**src/rtl/adc_serial_pkg.sv**
```systemverilog
package adc_serial_pkg;
  localparam int unsigned DEF_RES_W        = 12;
  localparam int unsigned DEF_FRAME_BITS   = 16;
  localparam int unsigned DEF_SAMPLE_START = 4;
  localparam int unsigned DEF_CONV_CYCLES  = 438;  // 3.5 us at 125 MHz

  typedef struct packed {
    logic load;     // frame (re)start: load shifter, enable output
    logic shift;    // counted sclk falling edge
    logic last;     // final counted edge of the frame
    logic cs_fall;
    logic cs_rise;
  } seq_ev_t;
endpackage

```
**src/rtl/adc_frame_seq.sv**
```systemverilog
module adc_frame_seq
  import adc_serial_pkg::*;
#(
  parameter int unsigned FRAME_BITS   = DEF_FRAME_BITS,
  parameter int unsigned SAMPLE_START = DEF_SAMPLE_START
) (
  input  logic    clk_i,
  input  logic    rst_ni,
  input  logic    cs_ni,
  input  logic    fs_i,
  input  logic    sclk_i,
  output seq_ev_t ev_o,
  output logic    sample_o
);
  localparam int unsigned CNT_W = $clog2(FRAME_BITS + 1);
  localparam logic [CNT_W-1:0] CNT_LAST  = CNT_W'(FRAME_BITS - 1);
  localparam logic [CNT_W-1:0] CNT_SAMPL = CNT_W'(SAMPLE_START);

  logic cs_q, fs_q, sclk_q;
  logic sel_q, fs_mode_q, run_q;
  logic [CNT_W-1:0] cnt_q;
  logic cs_fall, cs_rise, fs_rise, sclk_fall, fs_load, shift, last;

  always_ff @(posedge clk_i or negedge rst_ni) begin
    if (!rst_ni) begin
      cs_q   <= 1'b1;
      fs_q   <= 1'b1;
      sclk_q <= 1'b0;
    end else begin
      cs_q   <= cs_ni;
      fs_q   <= fs_i;
      sclk_q <= sclk_i;
    end
  end

  assign cs_fall   = cs_q & ~cs_ni;
  assign cs_rise   = ~cs_q & cs_ni;
  assign fs_rise   = ~fs_q & fs_i;
  assign sclk_fall = sclk_q & ~sclk_i;
  assign fs_load   = fs_rise & sel_q & fs_mode_q & ~cs_rise;
  assign shift     = sclk_fall & run_q & ~cs_rise & ~fs_load;
  assign last      = shift & (cnt_q == CNT_LAST);

  always_ff @(posedge clk_i or negedge rst_ni) begin
    if (!rst_ni) begin
      sel_q     <= 1'b0;
      fs_mode_q <= 1'b0;
      run_q     <= 1'b0;
      cnt_q     <= '0;
    end else if (cs_fall) begin
      sel_q     <= 1'b1;
      fs_mode_q <= ~fs_i;   // strobe low at select fall: wait for its rise
      run_q     <= fs_i;
      cnt_q     <= '0;
    end else if (cs_rise) begin
      sel_q     <= 1'b0;
      fs_mode_q <= 1'b0;
      run_q     <= 1'b0;
      cnt_q     <= '0;
    end else if (fs_load) begin
      run_q <= 1'b1;
      cnt_q <= '0;
    end else if (shift) begin
      if (last) begin
        run_q <= 1'b0;
        cnt_q <= '0;
      end else begin
        cnt_q <= cnt_q + 1'b1;
      end
    end
  end

  assign sample_o      = run_q && (cnt_q >= CNT_SAMPL);
  assign ev_o.load     = cs_fall | fs_load;
  assign ev_o.shift    = shift;
  assign ev_o.last     = last;
  assign ev_o.cs_fall  = cs_fall;
  assign ev_o.cs_rise  = cs_rise;
endmodule

```
**src/rtl/adc_shift_out.sv**
```systemverilog
module adc_shift_out
  import adc_serial_pkg::*;
#(
  parameter int unsigned FRAME_BITS = DEF_FRAME_BITS,
  parameter int unsigned RES_W      = DEF_RES_W
) (
  input  logic             clk_i,
  input  logic             rst_ni,
  input  seq_ev_t          ev_i,
  input  logic [RES_W-1:0] result_i,
  output logic             sdo_o,
  output logic             oe_o
);
  localparam int unsigned PAD_W = FRAME_BITS - RES_W;

  logic [FRAME_BITS-1:0] sh_q;
  logic                  oe_q;

  always_ff @(posedge clk_i or negedge rst_ni) begin
    if (!rst_ni) begin
      sh_q <= '0;
      oe_q <= 1'b0;
    end else if (ev_i.load) begin
      sh_q <= {result_i, {PAD_W{1'b0}}};
      oe_q <= 1'b1;
    end else begin
      if (ev_i.shift) sh_q <= {sh_q[FRAME_BITS-2:0], 1'b0};
      if (ev_i.last || ev_i.cs_rise) oe_q <= 1'b0;
    end
  end

  assign sdo_o = oe_q & sh_q[FRAME_BITS-1];
  assign oe_o  = oe_q;
endmodule

```
**src/rtl/adc_conv_model.sv**
```systemverilog
module adc_conv_model
  import adc_serial_pkg::*;
#(
  parameter int unsigned RES_W       = DEF_RES_W,
  parameter int unsigned CONV_CYCLES = DEF_CONV_CYCLES
) (
  input  logic             clk_i,
  input  logic             rst_ni,
  input  logic             start_i,
  input  logic             abort_i,
  input  logic             wake_i,
  input  logic [RES_W-1:0] code_i,
  output logic [RES_W-1:0] result_o,
  output logic             busy_o,
  output logic             pwr_dn_o
);
  localparam int unsigned TMR_W = $clog2(CONV_CYCLES + 1);
  localparam logic [TMR_W-1:0] TMR_INIT = TMR_W'(CONV_CYCLES - 1);

  logic [TMR_W-1:0] tmr_q;
  logic [RES_W-1:0] hold_q, res_q;
  logic             busy_q, pd_q;

  always_ff @(posedge clk_i or negedge rst_ni) begin
    if (!rst_ni) begin
      tmr_q  <= '0;
      hold_q <= '0;
      res_q  <= '0;
      busy_q <= 1'b0;
      pd_q   <= 1'b1;
    end else if (start_i) begin
      hold_q <= code_i;
      tmr_q  <= TMR_INIT;
      busy_q <= 1'b1;
      pd_q   <= 1'b0;
    end else if (busy_q) begin
      if (tmr_q == '0) begin        // completion outranks a same-cycle abort
        res_q  <= hold_q;
        busy_q <= 1'b0;
        pd_q   <= 1'b1;
      end else if (abort_i) begin
        busy_q <= 1'b0;
        pd_q   <= 1'b1;
      end else begin
        tmr_q <= tmr_q - 1'b1;
      end
    end else if (wake_i) begin
      pd_q <= 1'b0;
    end
  end

  assign result_o = res_q;
  assign busy_o   = busy_q;
  assign pwr_dn_o = pd_q;
endmodule

```
**src/rtl/adc_serial_ctrl.sv**
```systemverilog
module adc_serial_ctrl
  import adc_serial_pkg::*;
#(
  parameter int unsigned RES_W        = DEF_RES_W,
  parameter int unsigned FRAME_BITS   = DEF_FRAME_BITS,
  parameter int unsigned SAMPLE_START = DEF_SAMPLE_START,
  parameter int unsigned CONV_CYCLES  = DEF_CONV_CYCLES
) (
  input  logic             clk_i,
  input  logic             rst_ni,
  input  logic             cs_ni,
  input  logic             fs_i,
  input  logic             sclk_i,
  input  logic [RES_W-1:0] code_i,
  output logic             sdo_o,
  output logic             sdo_oe_o,
  output logic             sample_o,
  output logic             chan_o,
  output logic             busy_o,
  output logic             pwr_dn_o
);
  seq_ev_t          ev;
  logic [RES_W-1:0] result;
  logic             chan_q;

  adc_frame_seq #(
    .FRAME_BITS  (FRAME_BITS),
    .SAMPLE_START(SAMPLE_START)
  ) u_seq (
    .clk_i   (clk_i),
    .rst_ni  (rst_ni),
    .cs_ni   (cs_ni),
    .fs_i    (fs_i),
    .sclk_i  (sclk_i),
    .ev_o    (ev),
    .sample_o(sample_o)
  );

  adc_shift_out #(
    .FRAME_BITS(FRAME_BITS),
    .RES_W     (RES_W)
  ) u_shift (
    .clk_i   (clk_i),
    .rst_ni  (rst_ni),
    .ev_i    (ev),
    .result_i(result),
    .sdo_o   (sdo_o),
    .oe_o    (sdo_oe_o)
  );

  adc_conv_model #(
    .RES_W      (RES_W),
    .CONV_CYCLES(CONV_CYCLES)
  ) u_conv (
    .clk_i   (clk_i),
    .rst_ni  (rst_ni),
    .start_i (ev.last),
    .abort_i (ev.cs_rise),
    .wake_i  (ev.cs_fall),
    .code_i  (code_i),
    .result_o(result),
    .busy_o  (busy_o),
    .pwr_dn_o(pwr_dn_o)
  );

  always_ff @(posedge clk_i or negedge rst_ni) begin
    if (!rst_ni)         chan_q <= 1'b0;
    else if (ev.cs_rise) chan_q <= ~chan_q;
  end

  assign chan_o = chan_q;
endmodule

```
**config.mk**
```make
export PLATFORM = sky130hd
export DESIGN_NAME = adc_serial_ctrl
export DESIGN_NICKNAME = d
export VERILOG_FILES = /design/src/rtl/adc_serial_pkg.sv /design/src/rtl/adc_frame_seq.sv /design/src/rtl/adc_shift_out.sv /design/src/rtl/adc_conv_model.sv /design/src/rtl/adc_serial_ctrl.sv
export SDC_FILE = /design/constraint.sdc
export NUM_CORES = 1
export LEC_CHECK = 0
export BUFFER_PORTS_ARGS = -buffer_cell sky130_fd_sc_hd__buf_2
export CAP_MARGIN = 25
export CELL_PAD_IN_SITES_DETAIL_PLACEMENT = 1
export CELL_PAD_IN_SITES_GLOBAL_PLACEMENT = 2
export CORE_MARGIN = 8
export CORE_UTILIZATION = 37
export DETAILED_ROUTE_END_ITERATION = 8
export PLACE_DENSITY_LB_ADDON = 0.1
export SLEW_MARGIN = 20
export SYNTH_ARGS = -nofsm -noshare
export SYNTH_HDL_FRONTEND = slang
export SYNTH_SLANG_ARGS = --single-unit
```
**constraint.sdc**
```tcl
create_clock -name clk_i -period 2.1 [get_ports clk_i]
set_clock_uncertainty 0.05 [all_clocks]
set_input_delay 0 -clock clk_i [delete_from_list [all_inputs] [get_ports clk_i]]
set_output_delay 0 -clock clk_i [all_outputs]
set_load 0.01 [all_outputs]
```
==> Word level (Yosys, flattened, before mapping) <==
Cells that the tools add are included.
{ "word_totals": {"inputBits": 17, "reg_bits": 64, "word_cells": 88, "out_inout_bits": 6} }
{ "op_classes": {"addsub": 2, "bitwise_logic": 22, "n_reduce_logical": 14, "n_lt_le_gt_ge": 1, "muxes": 30, "n_eq_ne": 4} }
{ "ops": {"columns": ["op", "n"], "rows": [
  ["9-bit two-way mux", 4],
  ["16-bit two-way mux", 2],
  ["5-bit two-way mux", 5],
  ["1-bit two-way mux", 19],
  ["1-bit bitwise AND", 12],
  ["9-bit zero test", 1],
  ["1-bit NOT", 9],
  ["9-bit by 1-bit subtractor with 9-bit output, second input constant", 1],
  ["2-bit nonzero test", 4],
  ["4-bit nonzero test", 2],
  ["3-bit AND reduction", 2],
  ["5-bit by 1-bit adder with 5-bit output, second input constant", 1],
  ["5-bit by 4-bit == test with 1-bit output, second input constant", 1],
  ["5-bit by 3-bit >= comparator with 1-bit output, second input constant", 1],
  ["2-bit by 1-bit != test with 1-bit output, second input constant", 2],
  ["4-bit by 3-bit != test with 1-bit output, second input constant", 1],
  ["2-bit AND reduction", 2],
  ["3-bit nonzero test", 1],
  ["1-bit logical AND", 1],
  ["1-bit logical OR", 1],
  ["1-bit bitwise OR", 1]
]} }

==> Depth between registers and ports, before layout <==
{ "depth": {"depth_word": 13, "ltp_mapped": 8, "depth_no_buf": 6} }

==> Cells and area by module <==
Synthesis repeated with hierarchy kept, for this count alone.
{ "hier_totals": {"cells_unflattened": 230, "area_unflattened_um2": 2748.9} }
{ "by_module_without_submodules": {"columns": ["mod", "cells_per_inst", "n_inst", "area_each_um2"], "rows": [
  ["adc_conv_model", 109, 1, 1478.9],
  ["adc_frame_seq", 64, 1, 635.6],
  ["adc_shift_out", 55, 1, 600.6],
  ["adc_serial_ctrl", 2, 1, 33.8]
]} }

==> Worst setup path after synthesis <==
OpenSTA, ideal clock, no wires.
{ "synth_timing": {"path_kind": "reg-to-reg", "start": "register u_seq.cs_q", "end": "register u_conv.hold_q[10]", "stages_incl_launch_ff": 8, "n_path_buf": 3, "setup_slack_ns": 0.100, "t_arrival_ns": 1.826, "path_cell_list": "dfstp_2 inv_1 ha_1 buf_2 o211ai_2 buf_2 buf_2 mux2_2"} }
{ "synth_lines": {"columns": ["item", "line_no", "rtl"], "rows": [
  ["start: declaration", "adc_frame_seq.sv:19", "logic cs_q, fs_q, sclk_q;"],
  ["start signal: assignment", "adc_frame_seq.sv:30", "cs_q <= cs_ni;"],
  ["end signal: assignment", "adc_conv_model.sv:32", "hold_q <= code_i;"],
  ["end: declaration", "adc_conv_model.sv:21", "logic [RES_W-1:0] hold_q, res_q;"]
]} }

==> results.toml <==
[die]
die-area_sq_um = 10500
die_h_um = 102
die_w_um = 102
num_rows = 31
coreArea_sq_um = 7210
start_util_pct = 38.2
ios = 23

[synthesis]
synth.most_common_cell = "dfrtp_1"
synth_cell_type_count = 47
synth_top_area_share_pct = 51.8
syn_avg_cell_area_sq_um = 12.7
yosys_warnings = 0
synth_edf_count = 0
synth_common_cells = "dfrtp_1 (57), nand2_1 (22), o21ai_0 (18)"
async_flop_share_pct = 100
postSynthCellCount = 217
syn-cell-area_sq_um = 2760
synthTopCellsByArea = "dfrtp_1 (52%), mux2_2 (6.1%), mux2_4 (5.4%), mux2i_1 (4.4%), o21ai_0 (3.3%)"
syn_nets = 239
yosysSeqAreaShare_pct = 54.6
ys_ff_latch = 60
synthFlopType = "dfrtp_1"
yosys.area.top_type = "dfrtp_1"

[clock_network]
cts_tree = "built"
numCtsBuffers = 9
cts.clk_slew.worst_paths_ns = 0.07
clock-sinks = 60
cts_setup_buffers = 0
clockRootBuffer = "clkbuf_8"
htree_num_levels = 3
clkLatencyLatePin_ns = 0.33
clockBufferDepth = 2

[global_route]
grt_max_degree = 61
met1_usage_pct = 15.5
grtUsageMet3_pct = 4.16
grt_first_pass_wirelength_mm = 9.84
busiest_layer = "met2"
grt_pass1_vias = 1945
antenna_found_initial = 0
grtUsageTotal_pct = 12.5
overflow = 0
met2_usage_pct = 19.3

[timing]
relSlewSlack_pct = 64.5
layout_min_cycle_time_ns = 2.03
worstMarginPinSlew_ns = 0.531
rsz0062_at_grt = "yes"
hold_viol = 0
period_share_pct = 96.5
slew_violations = 0
finalSetupViolations = 0
holdWs_ns = 0.157
fmax_ghz = 0.493

[worst_setup_path]
path_class = "reg -> reg"
end_kind = "flop"
path_max_fanout = 6
crit_family = "simple AND/OR/NAND/NOR gates"
timing.rr.start = "u_seq.cs_q"
max_stage_delay_ns = 0.53
regToRegEndpoint = "u_conv.result_o[7]"
critPathSlowestCell = "dfstp_2"
worstSetupEndpoint = "u_conv.result_o[7]"
worst-r2r-cell-count = 6
critPathBufInv = 1
required_ns = 2.28
r2r_slack_ns = 0.07
critPathArrivalTime_ns = 2.20
cp.depth = 6
critPathLaunchType = "flop"
crit_start = "u_seq.cs_q"
path_cells = "inv_1 > ha_1 > and4bb_2 > o211ai_4 > and3_4 > mux2_4"

[drt]
wl_per_cell_um = 15.6
drc_errors = 0
routed_wl_mm = 5.88
drtIter0Drc = 25
firstDrtPassIters = 4
vias = 1858
via_per_inst = 4.94
detail-route-antenna-nets = 0

[cells_and_area]
diodes = 0
areaGrowthSynthToFinish_pct = 26.5
drive_above_1_share_pct = 33.2
fin_nets = 295
finalNonFillerCells = 376
nFillCells = 766

[place]
port_buffers = 22
placedCellCount = 344
dpl.hpwl_mm = 3.86
gp_congestion = 0.747

[run]
cap_violations = 0

[min_path]
hp-class = "in -> async"

[power_and_ir_drop]
vdd_drop_max_mv = 0.341
p_per_area_nw_per_um2 = 781
p_leak_nw = 1.64
p_total_mw = 2.72

[outcome]
outcome = "finished, final reports clean"
[cell families (layout without fill, tap and decap cells)]
kind of cell	count (synthesis)	after routing	share of synthesized area, %
AND/OR/NAND/NOR	56	57	12.8
XOR/XNOR	6	6	1.91
adder cells (fa/ha/maj)	5	5	2.27
multiplexers	37	37	15.9
flip-flops	60	60	54.6
buffers and inverters	15	74	2.82
AO/OA/AOI/OAI	38	38	9.67
[where the power goes]
group / internal, mW / leakage [nW] / switching (mW) / total [mW]
clock: 0.724 / 0.111 / 0.452 / 1.18
combinational: 0.138 / 0.718 / 0.143 / 0.281
sequential: 1.21 / 0.814 / 0.0504 / 1.26
[through the flow]
step	area (sq um)	setup WS, ns	utilization [%]	setup TNS, ns
floorplan	2760	0.0998	-	0
global placement	3060	0.0617	42.5	0
detailed placement	3060	0.0219	42.5	0
CTS	3460	0.0132	48.0	0
global route	3480	-0.00895	48.3	-0.0289
finish	3480	0.0733	48.3	0
[registers in the layout (all words and copies together) (netlist names)]
name,count
u_seq.sclk_q,1
u_conv.hold_q,12
chan_o,1
u_seq.cs_q,1
u_seq.fs_mode_q,1
u_conv.busy_o,1
u_seq.fs_q,1
u_seq.run_q,1
u_conv.tmr_q,9
u_seq.cnt_q,5
u_shift.oe_o,1
u_conv.result_o,12
u_seq.sel_q,1
u_shift.sh_q,12
u_conv.pwr_dn_o,1
[what timing repair did]
item | in CTS | in global routing
hold endpoints to repair | 76 | 0
setup endpoints to repair | 1 | 12
gates resized for setup | 1 | 4
gates cloned | 0 | 1
pin swaps | 0 | 4
hold buffers | 16 | 0
[worst register-to-register path: stages, from the launching register on]
cell and delay [ns]:
dfstp_2 0.53, inv_1 0.04, ha_1 0.22, and4bb_2 0.39, o211ai_4 0.12, and3_4 0.26
mux2_4 0.31
[worst min-delay path by stage]
stage | slack, ns | depth (start not counted) | to | from
final | 0.16 | 3 | u_seq.cnt_q[2] | rst_ni
after global routing | 0.19 | 3 | u_seq.cnt_q[2] | rst_ni
after CTS | 0.16 | 3 | u_conv.hold_q[3] | rst_ni
after detailed placement | -0.01 | 2 | u_seq.cnt_q[2] | rst_ni
after global placement | -0.01 | 2 | u_seq.cnt_q[3] | rst_ni
after floorplan | -0.35 | 0 | chan_o | rst_ni
[cell type report]
type	count	area [sq um]	share of cell area, %
clock inverters	4	72.6	2.08
multi-input cells	143	1200	34.6
inverters	8	30.0	0.862
clock buffers	11	151	4.34
well taps	99	124	3.55
repair buffers	51	397	11.4
flip-flops and latches	60	1510	43.2
[cell usage in the layout, fill, tap and decap left out, types with 3 or more instances in the layout]
master         Yosys  layout
mux2i_1           12      12
dfrtp_1           57      57
o21ai_0           18      18
nand2_1           22      22
dlygate4sd3_1      0      16
dfstp_2            3       3
a211oi_1           3       3
buf_4              0      10
mux2_4            10      10
inv_1              8       8
mux2_2            15      15
ha_1               5       5
clkbuf_8           0      11
buf_2              4      22
nand3_1            3       3
nor2_1             5       5
xnor2_1            5       5
nand2b_1           4       4
[routing by layer]
metal	up-vias	routed length [um]
met3	8	219
li1	892	-
met5	-	0
met4	0	97
met1	930	2850
met2	28	2710
No activity file was read; power rests on OpenSTA's default activity.
